`config.mk`:
```
export PLATFORM = sky130hd
export DESIGN_NAME = hostirq_ctrl
export DESIGN_NICKNAME = d
export VERILOG_FILES = /design/src/rtl/hostirq_pkg.sv /design/src/rtl/hostirq_sync.sv /design/src/rtl/hostirq_rxflags.sv /design/src/rtl/hostirq_latch.sv /design/src/rtl/hostirq_ctrl.sv
export SDC_FILE = /design/constraint.sdc
export NUM_CORES = 1
export LEC_CHECK = 0
export ABC_AREA = 1
export ABC_CLOCK_PERIOD_IN_PS = 900
export CORE_MARGIN = 8
export CORE_UTILIZATION = 59
export CTS_BUF_LIST = sky130_fd_sc_hd__clkbuf_16
export CTS_CLUSTER_SIZE = 40
export DETAILED_ROUTE_END_ITERATION = 6
export DONT_BUFFER_PORTS = 1
export PLACE_DENSITY = 0.85
export SYNTH_ARGS = -nofsm -noshare
export SYNTH_HDL_FRONTEND = slang
export SYNTH_SLANG_ARGS = --single-unit
```
`constraint.sdc`:
```
create_clock -name clk -period 0.9 [get_ports clk]
set_input_delay 0.09 -clock clk [delete_from_list [all_inputs] [get_ports clk]]
set_output_delay 0.09 -clock clk [all_outputs]
set_load 0.05 [all_outputs]
```
`src/rtl/hostirq_pkg.sv`:
```
package hostirq_pkg;

  localparam int NUM_CH    = 2;
  localparam int NUM_HREQ  = 3;
  localparam int DATA_W    = 8;
  localparam int ADDR_W    = 2;
  localparam int HREQ_LSB  = 3;

  typedef enum logic [ADDR_W-1:0] {
    ADDR_PORT = 2'd0,
    ADDR_CTRL = 2'd1,
    ADDR_IN1  = 2'd2,
    ADDR_IN2  = 2'd3
  } sl_addr_e;

  // Which host-side read clears which request latch:
  // channel 2 read clears latch 0; channel 1 read clears latches 1 and 2.
  function automatic logic [NUM_HREQ-1:0] hreq_clear_map(input logic [NUM_CH-1:0] rd_hit);
    return {rd_hit[0], rd_hit[0], rd_hit[1]};
  endfunction

endpackage

```
`src/rtl/hostirq_sync.sv`:
```
module hostirq_sync
  import hostirq_pkg::*;
#(
  parameter int STAGES = 2,
  parameter int CH     = NUM_CH
) (
  input  logic          clk,
  input  logic          rst_n,
  input  logic [CH-1:0] cs_n_i,
  input  logic          a0_i,
  input  logic          rd_n_i,
  input  logic          wr_n_i,
  output logic [CH-1:0] rd_hit_o,
  output logic [CH-1:0] wr_hit_o
);

  localparam int W = CH + 3;

  logic [W-1:0] pipe_q [STAGES];
  logic [W-1:0] pipe_d [STAGES];
  logic [1:0]   prev_q;
  logic [1:0]   prev_d;
  logic [W-1:0] samp;
  logic [CH-1:0] s_cs_n;
  logic          s_a0, s_rd_n, s_wr_n;
  logic          rd_fall, wr_fall;

  always_comb begin
    pipe_d[0] = {cs_n_i, a0_i, rd_n_i, wr_n_i};
    for (int s = 1; s < STAGES; s++) pipe_d[s] = pipe_q[s-1];
  end

  always_ff @(posedge clk or negedge rst_n) begin
    if (!rst_n) begin
      for (int s = 0; s < STAGES; s++) pipe_q[s] <= '1;
    end else begin
      for (int s = 0; s < STAGES; s++) pipe_q[s] <= pipe_d[s];
    end
  end

  assign samp = pipe_q[STAGES-1];
  assign {s_cs_n, s_a0, s_rd_n, s_wr_n} = samp;

  assign prev_d = {s_rd_n, s_wr_n};

  always_ff @(posedge clk or negedge rst_n) begin
    if (!rst_n) prev_q <= 2'b11;
    else        prev_q <= prev_d;
  end

  assign rd_fall = prev_q[1] & ~s_rd_n;
  assign wr_fall = prev_q[0] & ~s_wr_n;

  for (genvar c = 0; c < CH; c++) begin : g_hit
    assign rd_hit_o[c] = rd_fall & ~s_cs_n[c] & ~s_a0;
    assign wr_hit_o[c] = wr_fall & ~s_cs_n[c] & ~s_a0;
  end

  // a held-low read strobe yields one pulse only
  p_single_pulse_r8: assert property (@(posedge clk) disable iff (!rst_n)
    rd_fall |=> !rd_fall);

endmodule

```
`src/rtl/hostirq_rxflags.sv`:
```
module hostirq_rxflags
  import hostirq_pkg::*;
#(
  parameter int CH = NUM_CH
) (
  input  logic          clk,
  input  logic          rst_n,
  input  logic [CH-1:0] wr_hit_i,
  input  logic [CH-1:0] rd_clr_i,
  input  logic          en_we_i,
  input  logic [CH-1:0] en_wdata_i,
  output logic [CH-1:0] full_o,
  output logic [CH-1:0] en_o,
  output logic [CH-1:0] irq_o
);

  logic [CH-1:0] full_q, full_d;
  logic [CH-1:0] en_q, en_d;
  logic          full_ce;

  always_comb begin
    full_ce = |{wr_hit_i, rd_clr_i};
    full_d  = (full_q & ~rd_clr_i) | wr_hit_i;
    en_d    = en_wdata_i;
  end

  always_ff @(posedge clk or negedge rst_n) begin
    if (!rst_n) begin
      full_q <= '0;
      en_q   <= '0;
    end else begin
      if (full_ce) full_q <= full_d;
      if (en_we_i) en_q   <= en_d;
    end
  end

  assign full_o = full_q;
  assign en_o   = en_q;
  assign irq_o  = full_q & en_q;

  for (genvar c = 0; c < CH; c++) begin : g_chk
    // host write always lands
    p_host_sets_r2: assert property (@(posedge clk) disable iff (!rst_n)
      wr_hit_i[c] |=> full_q[c]);
    // slave read clears when no concurrent host write
    p_slave_clears_r2: assert property (@(posedge clk) disable iff (!rst_n)
      (rd_clr_i[c] && !wr_hit_i[c]) |=> !full_q[c]);
  end

endmodule

```
`src/rtl/hostirq_latch.sv`:
```
module hostirq_latch
  import hostirq_pkg::*;
#(
  parameter int NR = NUM_HREQ
) (
  input  logic          clk,
  input  logic          rst_n,
  input  logic          mode_i,
  input  logic          port_rd_i,
  input  logic          port_wr_i,
  input  logic [NR-1:0] wdata_i,
  input  logic [NR-1:0] host_clr_i,
  output logic [NR-1:0] latch_o
);

  logic [NR-1:0] latch_q, latch_d;
  logic [NR-1:0] arm_q, arm_d;
  logic          ce;

  always_comb begin
    ce      = port_rd_i | port_wr_i | (|host_clr_i);
    latch_d = latch_q;
    arm_d   = arm_q;
    for (int i = 0; i < NR; i++) begin
      if (port_rd_i) arm_d[i] = ~latch_q[i];
      if (port_wr_i) begin
        arm_d[i] = 1'b0;
        if (!wdata_i[i])                latch_d[i] = 1'b0;
        else if (arm_q[i] && mode_i)    latch_d[i] = 1'b1;
      end
      if (host_clr_i[i]) latch_d[i] = 1'b0;   // clear has priority
    end
  end

  always_ff @(posedge clk or negedge rst_n) begin
    if (!rst_n) begin
      latch_q <= '0;
      arm_q   <= '0;
    end else if (ce) begin
      latch_q <= latch_d;
      arm_q   <= arm_d;
    end
  end

  assign latch_o = latch_q;

  for (genvar i = 0; i < NR; i++) begin : g_chk
    // an unarmed clear latch cannot become set
    p_unarmed_hold_r4: assert property (@(posedge clk) disable iff (!rst_n)
      (!latch_q[i] && !arm_q[i]) |=> !latch_q[i]);
    // write of zero clears
    p_wr0_clears_r6: assert property (@(posedge clk) disable iff (!rst_n)
      (port_wr_i && !wdata_i[i]) |=> !latch_q[i]);
    // host clear beats any same-cycle set
    p_clear_wins_r10: assert property (@(posedge clk) disable iff (!rst_n)
      host_clr_i[i] |=> !latch_q[i]);
  end

endmodule

```
`src/rtl/hostirq_ctrl.sv`:
```
module hostirq_ctrl
  import hostirq_pkg::*;
#(
  parameter int SYNC_STAGES = 2
) (
  input  logic                clk,
  input  logic                rst_n,
  input  logic                slave_mode_i,
  input  logic                sl_sel_i,
  input  logic                sl_wr_i,
  input  logic [ADDR_W-1:0]   sl_addr_i,
  input  logic [DATA_W-1:0]   sl_wdata_i,
  output logic [DATA_W-1:0]   sl_rdata_o,
  input  logic [NUM_CH-1:0]   hst_cs_n_i,
  input  logic                hst_a0_i,
  input  logic                hst_rd_n_i,
  input  logic                hst_wr_n_i,
  output logic [NUM_CH-1:0]   rx_irq_o,
  output logic [NUM_HREQ-1:0] host_irq_o
);

  logic [1:0]          rst_pipe_q;
  logic                rst_sync_n;
  logic [NUM_CH-1:0]   rd_hit, wr_hit;
  logic [NUM_CH-1:0]   full, en, rd_clr;
  logic [NUM_HREQ-1:0] latch, host_clr;
  logic                sl_rd, sl_wr;
  logic                port_rd, port_wr, ctrl_wr;
  logic                unused_wbits;

  // asynchronous assert, synchronous release
  always_ff @(posedge clk or negedge rst_n) begin
    if (!rst_n) rst_pipe_q <= 2'b00;
    else        rst_pipe_q <= {rst_pipe_q[0], 1'b1};
  end
  assign rst_sync_n = rst_pipe_q[1];

  always_comb begin
    sl_rd     = sl_sel_i & ~sl_wr_i;
    sl_wr     = sl_sel_i &  sl_wr_i;
    port_rd   = sl_rd & (sl_addr_i == ADDR_PORT);
    port_wr   = sl_wr & (sl_addr_i == ADDR_PORT);
    ctrl_wr   = sl_wr & (sl_addr_i == ADDR_CTRL);
    rd_clr[0] = sl_rd & (sl_addr_i == ADDR_IN1);
    rd_clr[1] = sl_rd & (sl_addr_i == ADDR_IN2);
  end

  assign unused_wbits = ^{sl_wdata_i[DATA_W-1:HREQ_LSB+NUM_HREQ],
                          sl_wdata_i[HREQ_LSB-1:NUM_CH]};

  hostirq_sync #(.STAGES(SYNC_STAGES), .CH(NUM_CH)) u_sync (
    .clk      (clk),
    .rst_n    (rst_sync_n),
    .cs_n_i   (hst_cs_n_i),
    .a0_i     (hst_a0_i),
    .rd_n_i   (hst_rd_n_i),
    .wr_n_i   (hst_wr_n_i),
    .rd_hit_o (rd_hit),
    .wr_hit_o (wr_hit)
  );

  hostirq_rxflags #(.CH(NUM_CH)) u_rx (
    .clk        (clk),
    .rst_n      (rst_sync_n),
    .wr_hit_i   (wr_hit),
    .rd_clr_i   (rd_clr),
    .en_we_i    (ctrl_wr),
    .en_wdata_i (sl_wdata_i[NUM_CH-1:0]),
    .full_o     (full),
    .en_o       (en),
    .irq_o      (rx_irq_o)
  );

  assign host_clr = hreq_clear_map(rd_hit);

  hostirq_latch #(.NR(NUM_HREQ)) u_latch (
    .clk        (clk),
    .rst_n      (rst_sync_n),
    .mode_i     (slave_mode_i),
    .port_rd_i  (port_rd),
    .port_wr_i  (port_wr),
    .wdata_i    (sl_wdata_i[HREQ_LSB +: NUM_HREQ]),
    .host_clr_i (host_clr),
    .latch_o    (latch)
  );

  assign host_irq_o = latch & {NUM_HREQ{slave_mode_i}};

  always_comb begin
    sl_rdata_o = '0;
    unique case (sl_addr_i)
      ADDR_PORT: sl_rdata_o[HREQ_LSB +: NUM_HREQ] = latch;
      ADDR_CTRL: sl_rdata_o[2*NUM_CH-1:0]         = {full, en};
      ADDR_IN1:  sl_rdata_o[0]                    = full[0];
      ADDR_IN2:  sl_rdata_o[0]                    = full[1];
      default:   sl_rdata_o                       = '0;
    endcase
  end

  for (genvar i = 0; i < NUM_HREQ; i++) begin : g_mode_chk
    // with slave mode off a clear latch stays clear
    p_mode_off_hold_r11: assert property (@(posedge clk) disable iff (!rst_sync_n)
      (!slave_mode_i && !latch[i]) |=> !latch[i]);
  end

endmodule

```
# Word-level counts from Yosys, hierarchy flattened
# Cells that the tools add are included.
# word_totals
word_cells	84
inputBits	20
register_bits	24
# classes
n_reduce_logical	13
mux	22
n_eq_ne	6
n_bitwise	33
# op_table
cell	n
2-to-1 mux 1 bit	18
AND 1 bit	17
inequality test 3 x 1 -> 1 bit, second input constant	3
NOT 1 bit	9
AND reduction 3 bit	3
nonzero test 2 bit	3
AND 2 bit	2
== test 2 bit, second input constant	2
2-to-1 mux 2 bit	2
OR reduction 4 bit	1
AND 3 bit	1
logical AND 1 bit	3
one-hot mux 1 bit (3 select lines)	1
== test 2 x 1 -> 1 bit, second input constant	1
zero test 2 bit	1
NOT 2 bit	1
bitwise OR 1 bit	2
bitwise OR 2 bit	1
one-hot mux 1 bit (2 select lines)	1
AND reduction 2 bit	1
OR reduction 2 bit	1

# Longest topological paths before layout
# Gate-level depths: netlist of the first run.
# depth
depth_word	7
mapped_depth	7

# By module
# Synthesis of the first run repeated with hierarchy kept, for this count alone.
# unflattened
hier_cells	129
hier_area_um2	1068.5
# modules_own_cells
mod	cells_each	n_inst	area_each_um2
hostirq_sync	25	1	364.1
hostirq_latch	42	1	306.5
hostirq_ctrl	39	1	226.5
hostirq_rxflags	23	1	171.4

# Worst setup path before layout of the first run
# Ideal clock, no wire load.
# synth_path
path_kind	flip-flop to output port
from	register u_latch.latch_q[0], in the netlist u_latch.latch_o[0]
to	output sl_rdata_o[3]
path_stages_with_launch	3
slack_ns	-0.668
arrival_time_ns	1.478
path_buffers	0
cell_sequence	dfrtp_1 inv_1 o21ai_0
# synth_via
elab_chain_len	1
# synth_rtl
item	line_no	text
start, declared	hostirq_latch.sv:16	logic [NR-1:0] latch_q, latch_d;
start signal, assigned	hostirq_latch.sv:40	latch_q <= latch_d;
one-hot mux 1 bit (2 select lines)	hostirq_ctrl.sv:91	unique case (sl_addr_i)
end, declared	hostirq_ctrl.sv:13	output logic [DATA_W-1:0] sl_rdata_o,
# No other way between the ends.

# Worst setup path after layout of the first run
# layout_path
from	register u_rx.full_q[1], in the netlist u_rx.full_o[1]
to	output sl_rdata_o[0]
# layout_via
elab_chain_len	1
# layout_rtl
item	line_no	text
start, declared	hostirq_rxflags.sv:17	logic [CH-1:0] full_q, full_d;
start signal, assigned	hostirq_rxflags.sv:32	if (full_ce) full_q <= full_d;
one-hot mux 1 bit (3 select lines)	hostirq_ctrl.sv:91	
# No other way between the ends.

==> results of run 1 <==
## state kept, by name, indices dropped and copies added, names as in the netlist
| signal | count |
|---|---|
| u_sync.samp | 5 |
| u_latch.arm_q | 3 |
| u_rx.full_o | 2 |
| u_sync.pipe_d | 5 |
| u_rx.en_o | 2 |
| u_sync.prev_q | 2 |
| u_latch.latch_o | 3 |
| rst_pipe_q | 2 |
## worst max-delay path by stage
stage | cells past startpoint | start | end | slack, ps
floorplan | 2 | u_rx.full_o[0]$_DFFE_PN0P_ | sl_rdata_o[0] | -360
global placement | 7 | u_sync.prev_q[1]$_DFF_PN1_ | u_latch.latch_o[2]$_DFFE_PN0P_ | -190
detailed placement | 7 | u_sync.prev_q[1]$_DFF_PN1_ | u_latch.latch_o[1]$_DFFE_PN0P_ | -280
CTS | 3 | u_rx.full_o[0]$_DFFE_PN0P_ | sl_rdata_o[0] | -240
global route | 3 | u_rx.full_o[1]$_DFFE_PN0P_ | sl_rdata_o[0] | -310
finish | 3 | u_rx.full_o[1]$_DFFE_PN0P_ | sl_rdata_o[0] | -270
## routing by layer
metal / vias up / wire [um]
met3: 27 / 383
li1: 407 / -
met2: 96 / 1750
met4: 0 / 238
met5: - / 0
met1: 473 / 1200
## through the flow
stage	instances	hold slack [ps]
after floorplan	118	-206
after global placement	145	-206
after detailed placement	145	-206
after CTS	161	0.976
after global routing	163	17.8
final	163	19.4
## cells by family after synthesis
| family | Yosys count |
|---|---|
| AO/OA/AOI/OAI | 14 |
| buffers and inverters | 26 |
| flip-flops | 24 |
| other | 2 |
| AND/OR/NAND/NOR | 51 |
## area by class of cell
| type | count | share of cell area (%) |
|---|---|---|
| sequential | 24 | 39.9 |
| tap | 17 | 1.38 |
| timing repair buffer | 27 | 21.9 |
| clock buffer | 3 | 4.87 |
| inverter | 23 | 5.60 |
| multi-input combinational | 68 | 26.1 |
| clock inverter | 1 | 0.243 |
## power breakdown
part | switching, W | internal (W)
combinational | 0.000499 | 0.000343
clock | 0.000364 | 0.000594
sequential | 0.000106 | 0.00121
total | 0.000970 | 0.00214
## synthesized netlist by cell type
master    instances
nand2_1          32
inv_1            21
dfrtp_1          12
dfstp_2          12
nor2_1           10
a21oi_1           6
o21ai_0           4
nand4_1           3
nor2_4            3
o31ai_1           3
buf_4             2
conb_1            2
inv_2             2
nand3_1           2
buf_2             1
nand3b_1          1
o211ai_1          1
## layout by cell type (no fill, tap or decap), types with 3 or more instances in the layout
| master | Yosys | routed |
|---|---|---|
| buf_12 | 0 | 8 |
| dfstp_2 | 12 | 12 |
| dlygate4sd3_1 | 0 | 8 |
| nand2_1 | 32 | 27 |
| clkbuf_16 | 0 | 3 |
| nor2_4 | 3 | 7 |
| buf_6 | 0 | 4 |
| nor2_1 | 10 | 5 |
| inv_2 | 2 | 13 |
| nand4_1 | 3 | 3 |
| a21oi_1 | 6 | 5 |
| nand2_2 | 0 | 3 |
| buf_4 | 2 | 7 |
| inv_1 | 21 | 10 |
| dfrtp_1 | 12 | 12 |
| conb_1 | 2 | 3 |
## timing repair
action | in CTS | in global routing
gates resized for setup | 19 | 14
hold buffers | 8 | 0
setup endpoints to repair | 14 | 17
buffers inserted | 4 | 3
endpoints found under the hold margin | 9 | 0
pin swaps | 13 | 9
==> impl_metrics.env, run 1 <==
export IMPL_status="finished with violations"
export IMPL_violations="setup timing"
export IMPL_regArea_um2=616
export IMPL_setup_slack_ps=-273
export IMPL_post_dp_hpwl_um=1740
export IMPL_reg2regPathDepth=7
export IMPL_hold_viol_final=0
export IMPL_yosys_warnings=0
export IMPL_cts_clk_slew_worst_paths_ps=60
export IMPL_synth_xor_area_share_pct=0
export IMPL_vias=1003
export IMPL_numPortBuffers=0
export IMPL_cts_tree="yes"
export IMPL_fin_worst_skew_ps=2.57
export IMPL_multi_input_area_um2=403
export IMPL_hp_start="sl_wdata_i[5]"
export IMPL_max_freq_mhz=853
export IMPL_hold_depth=2
export IMPL_synth_compound_area_share_pct=7.72
export IMPL_place_area_mm2=0.00126
export IMPL_yosys_area_share_simple_pct=22.0
export IMPL_yosys_area_top_type_share_pct=30.4
export IMPL_r2r_slack_ps=-230
export IMPL_fin_crit_sh_pct=130
export IMPL_drive_above_1_share_pct=44.5
export IMPL_slew_viol_final=0
export IMPL_cts_max_path_buffers=2
export IMPL_cp_end_kind="primary output"
export IMPL_grt_use_met2_pct=31.4
export IMPL_finalInstanceArea_mm2=0.00154
export IMPL_drt_iter0_drc=72
export IMPL_first_global_vias=978
export IMPL_grtUsageMet3_pct=7.28
export IMPL_grt_use_total_pct=18.9
export IMPL_initial_utilization_pct=61.4
export IMPL_grt_busiest_layer="met2"
export IMPL_avgSynthCellArea_um2=8.87
export IMPL_hold_path_class="input port to flop"
export IMPL_cp_cell_sequence="nand3_1 > o211ai_1 > buf_4"
export IMPL_cellPowerDensity_mw_per_mm2=2020
export IMPL_synth_top_family_by_area="simple AND/OR/NAND/NOR gates"
export IMPL_hold_path_endpoint="u_latch.latch_o[2]$_DFFE_PN0P_"
export IMPL_die_w_um=57.9
export IMPL_overflow=0
export IMPL_rsz0062_at_grt="true"
export IMPL_ys_types=17
export IMPL_fp_coreArea_mm2=0.00169
export IMPL_yosys_area_top_type="dfstp_2"
export IMPL_path_delay_family="flip-flops"
export IMPL_required_ps=810
export IMPL_viasPerCell=6.15
export IMPL_synth_area_leaders="dfstp_2 (30%), dfrtp_1 (29%), nand2_1 (12%), inv_1 (7.6%), nor2_1 (3.6%)"
export IMPL_met1_usage_pct=19.4
export IMPL_finalSetupViolCount=16
export IMPL_crit_path_max_incr_delay_ps=410
export IMPL_drc=0
export IMPL_path_class="flop to primary output"
export IMPL_synthCells=117
export IMPL_path_max_fanout=4
export IMPL_r2r_start="u_sync.prev_q[1]$_DFF_PN1_"
export IMPL_netlist_area_mm2=0.00104
export IMPL_fp_dieArea_mm2=0.00336
export IMPL_antenna_found_initial=0
export IMPL_ys_ff_latch=24
export IMPL_final_core_util_pct=91.3
export IMPL_worstSkewPairLatency_ps=260
export IMPL_critPathSlowestCell="dfrtp_1"
export IMPL_numCtsBuffers=3
export IMPL_final_nets=167
export IMPL_nFillCells=54
export IMPL_grt_max_degree=14
export IMPL_crit_path_start_kind="flop"
export IMPL_cts_root_buffer="clkbuf_16"
export IMPL_maxCapViolations=0
export IMPL_period_minus_slack_ps=1170
export IMPL_cp_arrival_ps=1080
export IMPL_gp_congestion=0.849
export IMPL_diodes=0
export IMPL_vdd_drop_max_mv=1.85
export IMPL_area_growth_pct=48.7
export IMPL_rows=15
export IMPL_drt_first_pass_iters=4
export IMPL_drtAntennaViolNets=0
export IMPL_tns_ps=-2560
export IMPL_synth_adder_area_share_pct=0
export IMPL_p_total_w=0.00311
export IMPL_wire_per_inst_um=21.9
export IMPL_r2r_end="u_latch.latch_o[2]$_DFFE_PN0P_"
export IMPL_pre_cts_ws_ps=-279
export IMPL_p_leak_nw=0.750
export IMPL_cts_max_level=1
export IMPL_wl_um=3570
export IMPL_die_y_um=57.9
export IMPL_clock_sinks=24
export IMPL_boundaryPins=33
export IMPL_muxShareOfSynthArea_pct=0
export IMPL_grt_pass1_wl_um=4780
export IMPL_path_buf_inv=1
export IMPL_yosysSeqAreaShare_pct=59.3
Note: power is estimated with default switching activity, not from simulation.
==> inputs of run 2 (changes only) <==
- ABC_AREA: 1 -> not set
- MAX_ROUTING_LAYER: not set -> met4
==> run 2 against run 1 <==
Compared with the run above:
- the run still ends with setup timing left
- sequential power about the same
- first-iteration DRC count decreased by 85%
- register-to-register slack got worse by 150 ps
- clock power decreased by 4.2%
- clock skew decreased by 0.88 ps
- cell area decreased by 5.5%
- flip-flop and latch count unchanged
==> impl_metrics.env, run 2 <==
export IMPL_initial_utilization_pct=63.3
export IMPL_max_freq_mhz=782
export IMPL_setup_slack_ps=-379
export IMPL_cts_max_path_buffers=2
export IMPL_p_leak_nw=0.626
export IMPL_maxCapViolations=0
export IMPL_path_max_fanout=2
export IMPL_finalSetupViolCount=19
export IMPL_period_minus_slack_ps=1280
export IMPL_clock_sinks=24
export IMPL_status="finished with violations"
export IMPL_fp_coreArea_mm2=0.00151
export IMPL_fin_crit_sh_pct=142
export IMPL_synth_area_leaders="dfstp_2 (33%), dfrtp_1 (31%), and2_1 (5.9%), o21ai_0 (3.7%), mux2_2 (2.4%)"
export IMPL_area_growth_pct=52.9
export IMPL_vias=746
export IMPL_place_inst=103
export IMPL_synthCells=77
export IMPL_vdd_drop_max_mv=1.88
export IMPL_path_class="flop to flop"
export IMPL_antenna_found_initial=0
export IMPL_rsz0062_at_grt="true"
export IMPL_critPathLaunch="u_sync.prev_q[1]$_DFF_PN1_"
export IMPL_grt_use_total_pct=15.5
export IMPL_die_w_um=56.2
export IMPL_whs_ps=5.77
export IMPL_hold_path_class="input port to flop"
export IMPL_p_total_w=0.00302
export IMPL_drt_iter0_drc=11
export IMPL_ys_types=24
export IMPL_worstSkewPairLatency_ps=250
export IMPL_finalInstanceArea_mm2=0.00146
export IMPL_violations="setup timing"
export IMPL_pre_cts_ws_ps=-331
export IMPL_final_nets=124
export IMPL_cellPowerDensity_mw_per_mm2=2070
export IMPL_gp_congestion=0.787
export IMPL_die_y_um=56.2
export IMPL_instances_no_fill=119
export IMPL_numPortBuffers=0
export IMPL_synth_top_flop_cell="dfstp_2"
export IMPL_netlist_area_um2=953
export IMPL_cts_root_buffer="clkbuf_16"
export IMPL_async_reset_ff_share_pct=100
export IMPL_cts_tree="yes"
export IMPL_wl_um=2630
export IMPL_cts_clk_slew_worst_paths_ps=60
export IMPL_grt_max_degree=23
export IMPL_slew_viol_final=0
export IMPL_nFillCells=29
export IMPL_cp_arrival_ps=1420
export IMPL_fin_worst_skew_ps=1.69
export IMPL_layout_common_cells="dfrtp_1 (12), dfstp_2 (12), buf_12 (10), and2_4 (9), dlygate4sd3_1 (9)"
export IMPL_required_ps=1040
export IMPL_synth_top_cells_by_count="dfrtp_1 (12), dfstp_2 (12), and2_1 (9)"
export IMPL_yosys_warnings=0
export IMPL_drive_above_1_share_pct=52.4
export IMPL_fp_dieArea_mm2=0.00316
export IMPL_hp_start="sl_wdata_i[4]"
export IMPL_yosys_area_top_type="dfstp_2"
export IMPL_drt_first_pass_iters=4
export IMPL_post_dp_hpwl_um=1400
export IMPL_diodes=0
export IMPL_first_global_vias=822
export IMPL_cts_max_level=1
export IMPL_hold_viol_final=0
export IMPL_cp_end_kind="flop"
export IMPL_drtAntennaViolNets=0
export IMPL_r2r_start="u_sync.prev_q[1]$_DFF_PN1_"
export IMPL_numCtsBuffers=3
export IMPL_grt_pass1_wl_um=3840
export IMPL_wire_per_inst_um=22.1
export IMPL_synth_edf_count=0
export IMPL_yosysSeqAreaShare_pct=64.6
export IMPL_yosys_area_top_type_share_pct=33.1
export IMPL_viasPerCell=6.27
export IMPL_boundaryPins=33
export IMPL_rows=14
export IMPL_ys_ff_latch=24
export IMPL_crit_path_start_kind="flop"
export IMPL_drc=0
export IMPL_place_area_mm2=0.00120
export IMPL_avgSynthCellArea_um2=12.4
export IMPL_overflow=0
-- run 2: worst paths after layout --
path	slack, ps	to	cells after the start
max in group asynchronous	480	u_sync.samp[0]$_DFF_PN1_	1
setup / recovery	-380	u_latch.latch_o[2]$_DFFE_PN0P_	3
hold / removal	6	u_latch.latch_o[1]$_DFFE_PN0P_	2
setup reg to reg	-380	u_latch.latch_o[2]$_DFFE_PN0P_	3
hold reg to reg	200	u_latch.latch_o[2]$_DFFE_PN0P_	1
min in group asynchronous	70	rst_pipe_q[1]$_DFF_PN0_	1
-- run 2: per-layer routing --
metal	routed length (um)	track usage [%]	share of wire, %	vias up
li1	-	-	-	314
met1	878	14.4	33	369
met2	1440	27.7	55	51
met3	209	5.25	7.9	12
met4	105	6.87	4.0	0
met5	0	-	0	-
-- run 2: cell families (layout without fill, tap and decap cells) --
| family | after synthesis | after routing | synth area share (%) |
|---|---|---|---|
| AND/OR/NAND/NOR | 29 | 29 | 18.5 |
| other | 2 | 3 | 0.788 |
| AO/OA/AOI/OAI | 13 | 13 | 8.00 |
| buffers and inverters | 5 | 30 | 3.67 |
| flip-flops | 24 | 24 | 64.6 |
| multiplexers | 4 | 4 | 4.46 |
-- run 2: layout make-up --
type	instances	area, um^2	area share [%]
tap	16	20.0	1.37
clock inverter	1	3.75	0.258
timing repair buffer	25	347	23.8
inverter	1	3.75	0.258
multi-input combinational	49	393	27.0
sequential	24	616	42.2
clock buffer	3	75.1	5.15
-- run 2: critical path, cell delays in order, from the launching register on --
cell,delay [ps]
dfstp_2,530
or4b_4,470
o21ai_1,110
nor2_1,60
-- run 2: power by group --
part	switching [W]	total, W	leakage (nW)	internal [W]
clock network	0.000327	0.000918	0.0385	0.000592
registers	0.0000976	0.00131	0.275	0.00121
logic	0.000404	0.000797	0.313	0.000393
-- run 2: per-stage QoR --
step                util, %  TNS [ps]
floorplan                 -      -774
global placement       80.0      -650
detailed placement     80.0      -800
CTS                    95.7     -2560
global route           96.8     -3340
finish                 96.8     -2900
-- run 2: repair_timing --
item | CTS | global route
hold buffers | 9 | 0
pin swaps | 6 | 1
endpoints found under the hold margin | 12 | 0
resized for setup | 16 | 4
setup buffers | 3 | 0
endpoints found under the setup margin | 17 | 19
==> inputs of run 3 (changes only) <==
- SETUP_SLACK_MARGIN: not set -> 0.3
==> run 3 against run 2 <==
Compared with the run above:
- the flow finishes with violations (hold timing, setup timing)
- final cell count down 6.7%
- setup slack lost 22 ps
- hold slack lost 82 ps
- maximum frequency down 1.7%
- highest routed layer unchanged
- first-iteration DRC count is 36% lower
- critical path depth unchanged
- clock skew rose by 1.7 ps
- die area did not move
- utilization down 7.7 points
- total power fell by 1.7%
==> impl_metrics.env, run 3 (same netlist as run 2, synthesis figures left out) <==
export IMPL_hp_start="sl_wr_i"
export IMPL_maxCapViolations=0
export IMPL_drt_first_pass_iters=4
export IMPL_rsz0062_at_grt="true"
export IMPL_whs_ps=-76.6
export IMPL_cp_end_kind="primary output"
export IMPL_violations="hold timing, setup timing"
export IMPL_path_max_fanout=3
export IMPL_r2r_slack_ps=-350
export IMPL_period_minus_slack_ps=1300
export IMPL_r2r_end="u_latch.latch_o[2]$_DFFE_PN0P_"
export IMPL_drtAntennaViolNets=0
export IMPL_cts_clk_slew_worst_paths_ps=60
export IMPL_r2r_start="u_sync.prev_q[1]$_DFF_PN1_"
export IMPL_gp_congestion=0.801
export IMPL_regArea_um2=619
export IMPL_cp_cell_sequence="mux2i_1 > o21ai_2 > buf_12"
export IMPL_viasPerCell=6.31
export IMPL_place_inst=96
export IMPL_hold_viol_final=5
export IMPL_setup_slack_ps=-401
export IMPL_post_dp_hpwl_um=1320
export IMPL_cts_max_path_buffers=2
export IMPL_hold_depth=1
export IMPL_clock_sinks=24
export IMPL_numCtsBuffers=3
export IMPL_diodes=0
export IMPL_finalInstanceArea_mm2=0.00134
export IMPL_drc=0
export IMPL_required_ps=810
export IMPL_fin_worst_skew_ps=3.42
export IMPL_finalSetupViolCount=17
export IMPL_slew_viol_final=0
export IMPL_max_freq_mhz=769
export IMPL_die_y_um=56.2
export IMPL_boundaryPins=33
export IMPL_layout_common_cells="dfstp_2 (12), dfrtp_1 (11), and2_4 (9), buf_6 (9), dlygate4sd3_1 (6)"
export IMPL_multi_input_area_um2=418
export IMPL_drive_above_1_share_pct=54.7
export IMPL_final_common_cell="dfstp_2"
export IMPL_area_growth_pct=40.7
export IMPL_cp_arrival_ps=1210
export IMPL_antenna_found_initial=0
export IMPL_ctsHoldBuffers=6
export IMPL_nFillCells=57
export IMPL_worstSkewPairLatency_ps=250
export IMPL_grt_use_total_pct=14.3
export IMPL_numPortBuffers=0
export IMPL_reg2regPathDepth=3
export IMPL_crit_path_max_incr_delay_ps=440
export IMPL_grt_max_degree=23
export IMPL_drt_iter0_drc=7
export IMPL_instances_no_fill=111
export IMPL_die_w_um=56.2
export IMPL_hold_path_endpoint="u_latch.arm_q[1]$_DFFE_PN0P_"
export IMPL_grt_pass1_wl_um=3540
export IMPL_cts_root_buffer="clkbuf_16"
export IMPL_hold_path_class="input port to flop"
export IMPL_fp_dieArea_mm2=0.00316
export IMPL_cts_max_level=1
export IMPL_vias=700
export IMPL_place_area_mm2=0.00107
export IMPL_overflow=0
export IMPL_final_nets=116
export IMPL_path_class="flop to primary output"
export IMPL_status="finished with violations"
export IMPL_vdd_drop_max_mv=2.13
export IMPL_crit_path_start_kind="flop"
export IMPL_fin_crit_sh_pct=145
export IMPL_rows=14
export IMPL_first_global_vias=741
export IMPL_cellPowerDensity_mw_per_mm2=2220
export IMPL_p_leak_nw=0.570
export IMPL_wire_per_inst_um=23.5
export IMPL_wl_um=2610
export IMPL_fp_coreArea_mm2=0.00151
export IMPL_critPathSlowestCell="dfrtp_1"
export IMPL_initial_utilization_pct=63.3
export IMPL_cts_tree="yes"
## run 3: changes by cell type in the layout (fill, tap and decap cells not counted)
cell | before | now
buf_12 | 10 | 2
buf_6 | 3 | 9
buf_4 | 3 | 0
dlygate4sd3_1 | 9 | 6
o21ai_2 | 1 | 3
o31ai_2 | 2 | 0
o31ai_4 | 1 | 3
dfrtp_1 | 12 | 11
dfrtp_4 | 0 | 1
o21ai_0 | 2 | 1
o21ai_1 | 4 | 3
## run 3: how the worst max path moves through the flow
stage / start / end / slack [ps] / cells past startpoint
2_1_floorplan: u_sync.prev_q[1]$_DFF_PN1_ / u_latch.latch_o[1]$_DFFE_PN0P_ / -280 / 3
3_3_place_gp: u_sync.prev_q[1]$_DFF_PN1_ / u_latch.latch_o[2]$_DFFE_PN0P_ / -300 / 3
3_5_place_dp: u_sync.prev_q[1]$_DFF_PN1_ / u_latch.latch_o[1]$_DFFE_PN0P_ / -320 / 3
4_1_cts: u_sync.prev_q[1]$_DFF_PN1_ / u_latch.latch_o[2]$_DFFE_PN0P_ / -330 / 3
5_1_grt: u_rx.full_o[1]$_DFFE_PN0P_ / sl_rdata_o[0] / -470 / 3
6_report: u_rx.full_o[1]$_DFFE_PN0P_ / sl_rdata_o[0] / -400 / 3
## run 3: repair_timing
action / CTS / global route
setup endpoints to repair: 22 / 44
endpoints found under the hold margin: 14 / 5
buffers inserted: 3 / 2
pin swaps: 4 / 5
gates resized for setup: 16 / 5
## run 3: power by group
group / total (W) / switching (W) / internal, W / leakage, nW
clock: 0.000942 / 0.000349 / 0.000593 / 0.0385
sequential: 0.00133 / 0.000113 / 0.00121 / 0.274
combinational: 0.000705 / 0.000384 / 0.000322 / 0.257
## run 3: area by class of cell
type | count | area share (%)
multi-input combinational | 49 | 31.2
clock buffer | 3 | 5.60
sequential | 24 | 46.2
tap | 16 | 1.49
clock inverter | 1 | 0.280
timing repair buffer | 17 | 15.0
inverter | 1 | 0.280
## run 3: critical path: cells and delay by family, from the launching register on
kind | cells | cell delay (ps)
buf+inv | 1 | 160
compound gates | 1 | 120
mux | 1 | 250
flops | 1 | 440
## run 3: metrics by stage
step	hold WS [ps]	power, W	setup TNS [ps]	setup slack [ps]	utilization (%)
floorplan	-206	0.00171	-806	-281	-
global placement	-206	0.00181	-618	-298	71.3
detailed placement	-206	0.00183	-671	-319	71.3
CTS	-77.1	0.00290	-2250	-334	86.6
global route	-78.0	0.00308	-3310	-471	89.0
finish	-76.6	0.00297	-2800	-401	89.0
## run 3: routing by layer
layer / up-vias / global-route usage [%] / wire length, um
li1: 297 / - / -
met1: 339 / 13.9 / 984
met2: 55 / 22.8 / 1290
met3: 9 / 7.99 / 245
met4: 0 / 6.53 / 85
met5: - / - / 0
